## src/rtl/adc_q15_pkg.sv

```systemverilog
package adc_q15_pkg;
  typedef enum logic {
    CODE_TWOS   = 1'b0,
    CODE_OFFSET = 1'b1
  } sample_code_e;

  typedef enum logic {
    SCALE_POW2  = 1'b0,
    SCALE_NEAR1 = 1'b1
  } scale_mode_e;
endpackage

```

## src/rtl/adc_fmt_align.sv

```systemverilog
module adc_fmt_align #(
  parameter int W = 16
) (
  input  logic [W-1:0] raw,
  input  logic         code_sel,
  output logic [W-1:0] twos
);
  import adc_q15_pkg::*;

  always_comb begin
    twos = raw;
    if (sample_code_e'(code_sel) == CODE_OFFSET) begin
      twos[W-1] = ~raw[W-1];
    end
  end
endmodule

```

## src/rtl/q15_scale_adjust.sv

```systemverilog
module q15_scale_adjust #(
  parameter int W = 16
) (
  input  logic [W-1:0] twos,
  input  logic         mode_sel,
  output logic [W-1:0] adj
);
  import adc_q15_pkg::*;

  localparam logic [W-1:0] MOST_NEG = {1'b1, {(W-1){1'b0}}};
  localparam logic [W-1:0] MOST_POS = {1'b0, {(W-1){1'b1}}};
  localparam logic [W-1:0] HALF_FS  = {2'b01, {(W-2){1'b0}}};
  localparam logic [W-1:0] ONE_LSB  = {{(W-1){1'b0}}, 1'b1};

  logic [W-1:0] clamped;
  logic         is_neg;
  logic [W-1:0] mag;
  logic         big;
  logic         at_top;

  always_comb begin
    clamped = (twos == MOST_NEG) ? (MOST_NEG + ONE_LSB) : twos;
    is_neg  = clamped[W-1];
    mag     = is_neg ? (~clamped + ONE_LSB) : clamped;
    big     = (mag >= HALF_FS);
    at_top  = (clamped == MOST_POS);
  end

  always_comb begin
    if (scale_mode_e'(mode_sel) == SCALE_POW2) begin
      adj = twos;
    end else if (big && !at_top) begin
      adj = is_neg ? (clamped - ONE_LSB) : (clamped + ONE_LSB);
    end else begin
      adj = clamped;
    end
  end
endmodule

```

## src/rtl/q15_out_stage.sv

```systemverilog
module q15_out_stage #(
  parameter int W = 16
) (
  input  logic         clk,
  input  logic         rst,
  input  logic         d_valid,
  input  logic [W-1:0] d,
  output logic         q_valid,
  output logic [W-1:0] q
);
  always_ff @(posedge clk) begin
    if (rst) begin
      q_valid <= 1'b0;
      q       <= '0;
    end else begin
      q_valid <= d_valid;
      if (d_valid) begin
        q <= d;
      end
    end
  end
endmodule

```

## src/rtl/adc_q15_norm.sv

```systemverilog
module adc_q15_norm #(
  parameter int W = 16
) (
  input  logic         clk,
  input  logic         rst,
  input  logic         fmt_offset,
  input  logic         div_32767,
  input  logic         in_valid,
  input  logic [W-1:0] in_sample,
  output logic         out_valid,
  output logic [W-1:0] out_q15
);
  logic [W-1:0] twos_w;
  logic [W-1:0] adj_w;

  adc_fmt_align #(.W(W)) u_align (
    .raw      (in_sample),
    .code_sel (fmt_offset),
    .twos     (twos_w)
  );

  q15_scale_adjust #(.W(W)) u_adjust (
    .twos     (twos_w),
    .mode_sel (div_32767),
    .adj      (adj_w)
  );

  q15_out_stage #(.W(W)) u_out (
    .clk     (clk),
    .rst     (rst),
    .d_valid (in_valid),
    .d       (adj_w),
    .q_valid (out_valid),
    .q       (out_q15)
  );
endmodule

```

## config.mk

```make
export PLATFORM = sky130hd
export DESIGN_NAME = adc_q15_norm
export DESIGN_NICKNAME = d
export VERILOG_FILES = /design/src/rtl/adc_q15_pkg.sv /design/src/rtl/adc_fmt_align.sv /design/src/rtl/q15_scale_adjust.sv /design/src/rtl/q15_out_stage.sv /design/src/rtl/adc_q15_norm.sv
export SDC_FILE = /design/constraint.sdc
export NUM_CORES = 1
export LEC_CHECK = 0
export BUFFER_PORTS_ARGS = -buffer_cell sky130_fd_sc_hd__buf_2
export CAP_MARGIN = 20
export CELL_PAD_IN_SITES_DETAIL_PLACEMENT = 0
export CELL_PAD_IN_SITES_GLOBAL_PLACEMENT = 2
export CORE_MARGIN = 2
export CORE_UTILIZATION = 28
export DETAILED_ROUTE_END_ITERATION = 10
export PLACE_DENSITY_LB_ADDON = 0.08
export SYNTH_ARGS = -nofsm -noshare
export SYNTH_HDL_FRONTEND = slang
export SYNTH_SLANG_ARGS = --single-unit
export TNS_END_PERCENT = 1
```

## constraint.sdc

```tcl
create_clock -name clk -period 2.9 [get_ports clk]
set_clock_uncertainty 0.15 [all_clocks]
set_input_delay 0.145 -clock clk [delete_from_list [all_inputs] [get_ports clk]]
set_output_delay 0.145 -clock clk [all_outputs]
set_load 0.1 [all_outputs]
```

==> out/metrics.yaml <==
slew_viol_final: 0
cts_buffers: 3
grtUsageMet1_pct: 26.9
crit_type: "in -> reg"
busiest_layer: "met2"
dp_slack_ns: -0.250
grt_use_met2_pct: 29.5
fin_nets: 322
crit_path_start_kind: "input pin"
fillers: 624
drive_above_1_share_pct: 35.8
area_growth_pct: 35.5
ys_ff_latch: 17
min_period_ns: 2.69
power.density_nw_per_um2: 477
avgSynthCellArea_um2: 7.95
intPower_uw: 588
grt_use_met3_pct: 2.28
route.detailed.drc: 0
initial_core_util_pct: 29.0
worstPathMaxFanout: 13
async_flop_share_pct: 0
path_clk_slew_ns: 0.07
synth_edf_count: 0
yosys_most_used_dff: "dfxtp_1"
cts_buffer_depth: 2
die_y_um: 82.5
worstSetupEndpointType: "flop"
hold_buffers: 0
period_share_pct: 92.8
port_buffers: 37
synth.most_common_cell: "nor2_1"
netlist_area_um2: 1730
finalHoldViolations: 0
maxSlewHeadroom_pct: 61.3
grt_pass1_wl_um: 9760
grt.overflow.total: 0
dieArea_um2: 6810
cts_tree: "done"
post_drt_wl_per_cell_um: 17.0
rsz0062_at_grt: "false"
insertion_delay_ns: 0.25
dr.pass1.iters: 4
synthTopCellsByCount: "22 x nor2_1, 19 x a21oi_1, 17 x dfxtp_1, 17 x ha_1, 16 x clkbuf_1"
worstPathArrival_ns: 2.71
core_um2: 5960
antenna_found_initial: 0
tightest_slew_ns: 0.579
gp_congestion: 0.916
p_leak_uw: 0.00107
utilization_pct: 39.3
power_frac_seq_pct: 24.0
ys_types: 55
synth_top_area_share_pct: 19.7
cts.htree.levels: 1
synth_warnings: 0
finalPower_uw: 1120
clock_power_share_pct: 16.4
ir_worst_vdd_mv: 0.194
p_sw_uw: 528
grt_use_total_pct: 18.9
synth_top_area_cell: "dfxtp_1"
cap_violations: 0
first_iter_violations: 121
seq_area_frac_synth_pct: 19.7
status: "complete, no violations"
setup_viol: 0
p_sw_share_pct: 47.3
max_freq_ghz: 0.372
yosys-top-cells-area: "dfxtp_1 20%, ha_1 12%, a21oi_1 5.5%"
io_pins: 38
grt_max_degree: 26
worstPathRequired_ns: 2.92
clock_sinks: 17
dp_hpwl_um: 5000
grt_pass1_vias: 1926
pwr-share-comb_pct: 59.6
timing.final.ws_setup_ns: 0.209
drt.antenna.violating_nets: 0
syn_nets: 256
num_vias: 1918
cts_setup_buffers: 0
n_antenna_cell: 0
routed_wl_um: 6070
dieWidth_um: 82.5
row_count: 28
drt-vias-per-instance: 5.37
min_path_type: "in -> reg"
clockRootBuffer: "clkbuf_8"
netlist_instances: 217
## placed cells by master (no fill, tap or decap), types with 3 or more instances in the layout
cell type and count:
nor2_1 22, a31oi_1 4, xor2_1 4, buf_2 37, a21o_1 7, dfxtp_1 17
xnor2_1 6, nor3_1 3, inv_1 5, ha_1 17, a21oi_1 19, o21ai_1 3
nand3_1 5, buf_4 44, o21ai_0 4, clkbuf_8 3, nand4_1 6, a2111oi_0 3
nand2b_1 5, nand2_1 9, a211oi_1 11
## path summary, 6_finish.rpt
| kind | start | endpoint | slack, ns | depth (start not counted) |
|---|---|---|---|---|
| worst max-delay path | in_sample[4] | u_out.q[5] | 0.21 | 17 |
| worst min-delay path | div_32767 | u_out.q[11] | 0.04 | 2 |
| worst max register to register | u_out.q[15] | u_out.q[15] | 1.63 | 3 |
| worst min register to register | u_out.q[2] | u_out.q[2] | 0.29 | 2 |
## final cells by class
type	count	area [um2]	share of cell area (%)
timing repair buffer	82	527	22.5
inverter	6	22.5	0.963
tap	75	93.8	4.01
clock buffer	4	45.0	1.93
sequential	17	340	14.6
multi-input combinational	173	1310	56.0
## metal layers
metal / share of wire [%] / vias up / wire, um
met1: 50 / 905 / 3020
li1: - / 953 / -
met4: 1.7 / 0 / 103
met2: 43 / 54 / 2600
met3: 5.7 / 6 / 348
met5: 0 / - / 0
## kinds of logic (layout without fill, tap and decap cells)
logic type               count (synthesis)  count (layout)  share of synthesized area [%]
flip-flops                              17              17                           19.7
multiplexers                             1               1                          0.580
AND/OR/NAND/NOR                         69              69                           21.5
adder cells (fa/ha/maj)                 18              18                           13.5
XOR/XNOR                                11              11                           5.58
AO/OA/AOI/OAI                           74              74                           32.2
buffers and inverters                   27              92                           6.89
## registers in the layout (all words and copies together), names as in the netlist
name           count
u_out.q_valid      1
u_out.q           16
## power groups by stage
stage | clock network [uW] | registers, uW | logic [uW]
after floorplan | 0 | 430 | 303
after global placement | 0 | 273 | 652
after detailed placement | 0 | 273 | 654
after CTS | 184 | 268 | 656
after global routing | 198 | 271 | 719
final | 183 | 268 | 665
## through the flow
stage | setup TNS [ns] | instance area (um2) | cells | hold slack (ns)
finish | 0 | 2340 | 357 | 0.0391
detailed placement | -2.04 | 2250 | 353 | 0.290
global placement | -2.79 | 2250 | 353 | 0.289
floorplan | 0 | 1730 | 217 | 0.133
global route | 0 | 2340 | 357 | 0.0441
CTS | 0 | 2300 | 357 | 0.0372
## timing repair
action                     in CTS  in global routing
setup endpoints to repair       1                 13
gates resized for setup         1                  6
gates cloned                    0                  0
## critical path, stage by stage
cell	delay, ns
buf_2	0.11
nor4_2	0.32
buf_4	0.17
nand3_1	0.11
nor2_1	0.13
nor2_1	0.07
inv_1	0.10
buf_4	0.13
ha_1	0.14
nand4_1	0.16
nor4_4	0.27
nor2b_1	0.10
nand2_1	0.12
buf_6	0.17
buf_4	0.14
a21oi_1	0.09
a211oi_1	0.23
Power figures use the tool's default switching activity.
